==> config.mk <==
export PLATFORM = sky130hd
export DESIGN_NAME = uart_tx_trim
export DESIGN_NICKNAME = d
export VERILOG_FILES = /design/src/rtl/uart_tx_trim_pkg.sv /design/src/rtl/uart_tx_frame.sv /design/src/rtl/uart_tx_hold.sv /design/src/rtl/uart_tx_tick.sv /design/src/rtl/uart_tx_shift.sv /design/src/rtl/uart_tx_trim.sv
export SDC_FILE = /design/constraint.sdc
export NUM_CORES = 1
export LEC_CHECK = 0
export ABC_CLOCK_PERIOD_IN_PS = 2600
export BUFFER_PORTS_ARGS = -buffer_cell sky130_fd_sc_hd__buf_2
export CAP_MARGIN = 20
export CELL_PAD_IN_SITES_DETAIL_PLACEMENT = 2
export CELL_PAD_IN_SITES_GLOBAL_PLACEMENT = 2
export CORE_ASPECT_RATIO = 1.1
export CORE_MARGIN = 2
export CORE_UTILIZATION = 36
export DETAILED_ROUTE_END_ITERATION = 12
export MAX_ROUTING_LAYER = met4
export PLACE_DENSITY_LB_ADDON = 0.1
export SYNTH_ARGS = -nofsm -noshare
export SYNTH_HDL_FRONTEND = slang
export SYNTH_SLANG_ARGS = --single-unit
==> constraint.sdc <==
create_clock -name clk_i -period 2.6 [get_ports clk_i]
set_clock_uncertainty 0.05 [all_clocks]
set_input_delay 0 -clock clk_i [delete_from_list [all_inputs] [get_ports clk_i]]
set_output_delay 0 -clock clk_i [all_outputs]
set_load 0.01 [all_outputs]
==> src/rtl/uart_tx_trim_pkg.sv <==
package uart_tx_trim_pkg;
  localparam int DATA_W    = 8;
  localparam int FRAME_MAX = DATA_W + 4;            // start + data + parity + 2 stop
  localparam int TRIM_W    = 2 * FRAME_MAX;
  localparam int CNT_W     = $clog2(FRAME_MAX + 1);
  localparam int SUB_NOM   = 16;
  localparam int SUB_W     = $clog2(SUB_NOM + 2);

  typedef enum logic [1:0] {
    TRIM_NOM   = 2'd0,
    TRIM_LONG  = 2'd1,
    TRIM_NOP   = 2'd2,
    TRIM_SHORT = 2'd3
  } trim_code_e;

  typedef struct packed {
    logic [1:0] len;
    logic       two_stop;
    logic [2:0] parity;
  } line_cfg_t;

  function automatic logic [SUB_W-1:0] sub_len(input logic [1:0] code);
    case (trim_code_e'(code))
      TRIM_LONG:  sub_len = SUB_W'(SUB_NOM + 1);
      TRIM_SHORT: sub_len = SUB_W'(SUB_NOM - 1);
      default:    sub_len = SUB_W'(SUB_NOM);
    endcase
  endfunction
endpackage

==> src/rtl/uart_tx_frame.sv <==
module uart_tx_frame
  import uart_tx_trim_pkg::*;
(
  input  logic [DATA_W-1:0]    data_i,
  input  line_cfg_t            cfg_i,
  output logic [FRAME_MAX-1:0] bits_o,
  output logic [CNT_W-1:0]     nbits_o
);
  logic [FRAME_MAX-1:0] dsh;
  logic [DATA_W-1:0]    dm;
  logic                 par_en, par_bit;
  int                   nd;

  always_comb begin
    nd      = 5 + int'(cfg_i.len);
    dm      = data_i & ({DATA_W{1'b1}} >> (2'd3 - cfg_i.len));
    dsh     = {{(FRAME_MAX-DATA_W-1){1'b0}}, data_i, 1'b0};
    par_en  = cfg_i.parity[2];
    case (cfg_i.parity[1:0])
      2'd0:    par_bit = ~^dm;
      2'd1:    par_bit = ^dm;
      2'd2:    par_bit = 1'b1;
      default: par_bit = 1'b0;
    endcase
    for (int i = 0; i < FRAME_MAX; i++) begin
      if (i == 0)                      bits_o[i] = 1'b0;
      else if (i <= nd)                bits_o[i] = dsh[i];
      else if (par_en && i == nd + 1)  bits_o[i] = par_bit;
      else                             bits_o[i] = 1'b1;
    end
    nbits_o = CNT_W'(2 + nd + int'(par_en) + int'(cfg_i.two_stop));
  end
endmodule

==> src/rtl/uart_tx_hold.sv <==
module uart_tx_hold #(
  parameter int W = 8
) (
  input  logic         clk_i,
  input  logic         rst_ni,
  input  logic [W-1:0] data_i,
  input  logic         valid_i,
  output logic         ready_o,
  input  logic         take_i,
  output logic         pend_o,
  output logic [W-1:0] data_o
);
  logic         pend_q;
  logic [W-1:0] data_q;

  assign ready_o = !pend_q;
  assign pend_o  = pend_q;
  assign data_o  = data_q;

  always_ff @(posedge clk_i or negedge rst_ni) begin
    if (!rst_ni) begin
      pend_q <= 1'b0;
      data_q <= '0;
    end else if (valid_i && !pend_q) begin
      pend_q <= 1'b1;
      data_q <= data_i;
    end else if (take_i) begin
      pend_q <= 1'b0;
    end
  end
endmodule

==> src/rtl/uart_tx_tick.sv <==
module uart_tx_tick #(
  parameter int DIV_W = 16
) (
  input  logic             clk_i,
  input  logic             rst_ni,
  input  logic             clr_i,
  input  logic [DIV_W-1:0] div_i,
  output logic             tick_o
);
  logic [DIV_W-1:0] pre_q;

  assign tick_o = !clr_i && (pre_q == div_i);

  always_ff @(posedge clk_i or negedge rst_ni) begin
    if (!rst_ni)                      pre_q <= '0;
    else if (clr_i || pre_q == div_i) pre_q <= '0;
    else                              pre_q <= pre_q + 1'b1;
  end
endmodule

==> src/rtl/uart_tx_shift.sv <==
module uart_tx_shift
  import uart_tx_trim_pkg::*;
(
  input  logic                 clk_i,
  input  logic                 rst_ni,
  input  logic                 load_i,
  input  logic [FRAME_MAX-1:0] bits_i,
  input  logic [CNT_W-1:0]     nbits_i,
  input  logic [TRIM_W-1:0]    trim_i,
  input  logic                 tick_i,
  output logic                 busy_o,
  output logic                 line_o
);
  logic                 busy_q;
  logic [FRAME_MAX-1:0] sh_q;
  logic [TRIM_W-1:0]    trim_q;
  logic [CNT_W-1:0]     left_q;
  logic [SUB_W-1:0]     sub_q, sub_end;

  assign busy_o  = busy_q;
  assign line_o  = sh_q[0];
  assign sub_end = sub_len(trim_q[1:0]) - 1'b1;

  always_ff @(posedge clk_i or negedge rst_ni) begin
    if (!rst_ni) begin
      busy_q <= 1'b0;
      sh_q   <= '1;
      trim_q <= '0;
      left_q <= '0;
      sub_q  <= '0;
    end else if (load_i) begin
      busy_q <= 1'b1;
      sh_q   <= bits_i;
      trim_q <= trim_i;
      left_q <= nbits_i - 1'b1;
      sub_q  <= '0;
    end else if (busy_q && tick_i) begin
      if (sub_q == sub_end) begin
        sub_q  <= '0;
        sh_q   <= {1'b1, sh_q[FRAME_MAX-1:1]};
        trim_q <= {2'b00, trim_q[TRIM_W-1:2]};
        if (left_q == '0) busy_q <= 1'b0;
        else              left_q <= left_q - 1'b1;
      end else begin
        sub_q <= sub_q + 1'b1;
      end
    end
  end
endmodule

==> src/rtl/uart_tx_trim.sv <==
module uart_tx_trim
  import uart_tx_trim_pkg::*;
#(
  parameter int DIV_W = 16
) (
  input  logic              clk_i,
  input  logic              rst_ni,
  input  logic [DATA_W-1:0] data_i,
  input  logic              valid_i,
  output logic              ready_o,
  input  logic [1:0]        len_i,
  input  logic              two_stop_i,
  input  logic [2:0]        parity_i,
  input  logic [DIV_W-1:0]  div_i,
  input  logic [TRIM_W-1:0] trim_i,
  input  logic              break_i,
  output logic              tx_o,
  output logic              empty_o
);
  logic                 pend, busy, load, tick, line, brk_q;
  logic [DATA_W-1:0]    pdata;
  logic [FRAME_MAX-1:0] fbits;
  logic [CNT_W-1:0]     fnbits;
  logic [DIV_W-1:0]     div_q;
  line_cfg_t            cfg;

  assign cfg     = '{len: len_i, two_stop: two_stop_i, parity: parity_i};
  assign load    = !busy && pend && !brk_q;
  assign tx_o    = busy ? line : !brk_q;
  assign empty_o = !pend && !busy;

  always_ff @(posedge clk_i or negedge rst_ni) begin
    if (!rst_ni) begin
      brk_q <= 1'b0;
      div_q <= '0;
    end else begin
      brk_q <= break_i;
      if (load) div_q <= div_i;
    end
  end

  uart_tx_hold #(.W(DATA_W)) u_hold (
    .clk_i, .rst_ni, .data_i, .valid_i, .ready_o,
    .take_i(load), .pend_o(pend), .data_o(pdata)
  );

  uart_tx_frame u_frame (
    .data_i(pdata), .cfg_i(cfg), .bits_o(fbits), .nbits_o(fnbits)
  );

  uart_tx_tick #(.DIV_W(DIV_W)) u_tick (
    .clk_i, .rst_ni, .clr_i(!busy), .div_i(div_q), .tick_o(tick)
  );

  uart_tx_shift u_shift (
    .clk_i, .rst_ni, .load_i(load), .bits_i(fbits), .nbits_i(fnbits),
    .trim_i, .tick_i(tick), .busy_o(busy), .line_o(line)
  );
endmodule

==> impl_metrics.yaml <==
status:
  status: "completed"
final_layout:
  layout_common_cells: "nand2_1, dfrtp_1, nor2_1"
  drive_above_1_share: 0.188
  fill_cells: 1304
  areaGrowthSynthToFinish_pct: 28.8
  final_common_cell: "nand2_1"
  diodes: 0
  nNetsFinal: 671
floorplanning:
  fp.dieArea_sq_mm: 0.0134
  placementRows: 42
  initial_core_util: 0.371
  coreArea_sq_mm: 0.0121
  die_width_microns: 111
  fp.dieH_microns: 121
  io_pins: 61
synthesis:
  synth-async-reset-ratio: 1.00
  yosys_warnings: 0
  syn_inst: 490
  syn_area_sq_mm: 0.00451
  synth-seq-area-share: 0.492
  synth_edf_count: 0
  avgSynthCellArea_sq_um: 9.20
  ys_ff_latch: 88
  ys_types: 44
  netlist_top_cells_area: "dfrtp_1, nand2_1, dfstp_2"
  ys_dominant_reg_cell: "dfrtp_1"
  synth_nets: 566
  yosys.area.top_type_share: 0.422
  yosys.area.top_type: "dfrtp_1"
clocking:
  ctsRootBufferMaster: "clkbuf_16"
  post_cts_resized: 0
  cts_max_level: 3
  cts_buffers: 9
  clkSinkCount: 88
  clk_pin_slew_worst_paths_ps: 60
  cts_tree: "built"
  post_cts_buffers: 0
  clk_path_buf_depth: 2
  clock_latency_ps: 340
worst_setup_path:
  critPathKind: "flop to flop"
  cpMaxStageDelayCell: "mux2i_2"
  r2r-end: "u_shift.sh_q[8]"
  crit_family: "XOR/XNOR gates"
  ff2ff_path_depth: 7
  cp-start-kind: "flop"
  end_kind: "flop"
  regToRegSetupSlack_ps: 270
  crit_chain: "nor2b_1 -> xnor2_1 -> xnor3_1 -> nor2_1 -> mux2i_2 -> a31oi_1 -> a221o_1"
  cp_num_buf_inv: 0
  crit_arrival_ps: 2550
  cpPeakStageDelay_ps: 420
  cp.required_ps: 2820
  crit_path_max_fanout: 6
  r2r-start: "u_hold.data_o[5]"
job:
  maxCapViolCount: 0
global_route:
  met2_usage: 0.363
  use_met1: 0.234
  met3_usage: 0.0290
  grt_pass1_vias: 4347
  grt_use_total: 0.203
  antenna_found_initial: 0
  top_usage_layer: "met2"
  grt_pass1_wl_microns: 21200
  grt_max_degree: 89
  overflow: 0
drt:
  drc: 0
  num_vias: 3783
  via_per_inst: 5.02
  routedWlPerCell_microns: 16.1
  wl_microns: 12100
  first_pass_iters: 4
  ant_nets: 0
  first_iter_violations: 134
placed_design:
  dp_hpwl_microns: 7940
  io_buffers: 60
  pre_cts_ws_ps: 94.8
  place_congestion: 0.796
sta:
  finalHoldViolCount: 0
  slew_violations: 0
  fin_ws_ps: 271
  tns_ps: 0
  rsz0062_at_grt: "no"
  tightest_slew_ps: 689
  period_minus_slack_ps: 2330
  relSlewSlack: 0.540
  finalSetupViolations: 0
  max_clock_freq_ghz: 0.429
  fin_crit_sh: 0.896
power_and_ir_drop:
  ir_drop_mv: 0.390
  p_per_area_mw_per_mm2: 889
  power.leakage_nw: 2.68
worst_hold_path:
  min_path_cells: 4
  hold_end: "u_shift.sh_q[9]"
  hold_class: "input port to flop"
  hold_start: "parity_i[0]"
cell type report:
class / instances / area [sq um] / area share
sequential: 88 / 2220 / 0.382
multi-input combinational: 360 / 2120 / 0.366
timing repair buffer: 120 / 908 / 0.156
clock buffer: 13 / 280 / 0.0483
tap: 154 / 193 / 0.0332
inverter: 16 / 60.1 / 0.0103
clock inverter: 3 / 23.8 / 0.00409
state kept, by name, summed over array words and instances (netlist names):
signal,count
brk_q,1
div_q,16
u_hold.data_o,8
u_hold.pend_o,1
u_shift.busy_o,1
u_shift.left_q,4
u_shift.sh_q,12
u_shift.sub_q,5
u_shift.trim_q,24
u_tick.pre_q,16
metal layers:
layer | up-vias | part of all wire
met1 | 1895 | 0.43
li1 | 1825 | -
met5 | - | 0
met4 | 0 | 0.017
met2 | 47 | 0.54
met3 | 16 | 0.019
synthesized netlist by cell type, drive strengths merged, types with 6 or more instances:
cell type	instances
and3	6
xnor2	29
o21ai	12
a21oi	9
mux2	10
nand4	6
xor2	10
a31oi	31
clkbuf	17
nor2	60
buf	9
ha	17
nand3	11
dfrtp	76
dfstp	12
nand2	123
inv	16
logic make-up (layout without fill, tap and decap cells):
kind of cell             Yosys count  after routing  share of synthesized area
AND/OR/NAND/NOR                  226            226                      0.215
flip-flops                        88             88                      0.492
AO/OA/AOI/OAI                     62             62                     0.0875
buffers and inverters             42            152                     0.0383
XOR/XNOR                          40             40                     0.0808
adder cells (fa/ha/maj)           18             18                     0.0516
multiplexers                      14             14                     0.0347
worst max path at each step:
stage                                 from                end  slack, ps  depth (start not counted)
after CTS                 u_tick.pre_q[11]  u_shift.left_q[3]        230                          8
after detailed placement          len_i[0]    u_shift.sh_q[8]         90                          9
after global routing       u_tick.pre_q[5]  u_shift.left_q[3]         30                          8
after global placement            len_i[0]    u_shift.sh_q[8]        200                          9
final                     u_hold.data_o[5]    u_shift.sh_q[8]        270                          7
after floorplan           u_hold.data_o[5]    u_shift.sh_q[8]        580                          7
repair_timing:
item                                   CTS  global route
setup endpoints to repair                0             0
hold buffers                            52             0
endpoints found under the hold margin  127             0
where the power goes:
| group | switching [mW] | total, mW | leakage [nW] | internal [mW] |
|---|---|---|---|---|
| combinational | 0.751 | 1.50 | 1.49 | 0.752 |
| clock | 0.540 | 1.29 | 0.144 | 0.754 |
| sequential | 0.414 | 2.36 | 1.04 | 1.95 |
worst min-delay path, stage by stage:
cell     delay (ps)
buf_2            80
nand2_1          60
o21ai_0         210
a31oi_1          90
metrics by stage:
step	std cells	hold slack, ps	power [mW]	utilization	cell area (sq um)
6_report	754	63.7	5.16	0.478	5810
5_1_grt	754	175	5.57	0.478	5810
4_1_cts	754	65.2	5.26	0.478	5810
3_5_place_dp	686	38.0	3.85	0.410	4980
3_3_place_gp	686	37.9	3.73	0.410	4980
2_1_floorplan	490	-346	3.35	-	4510
Power figures use the tool's default switching activity.
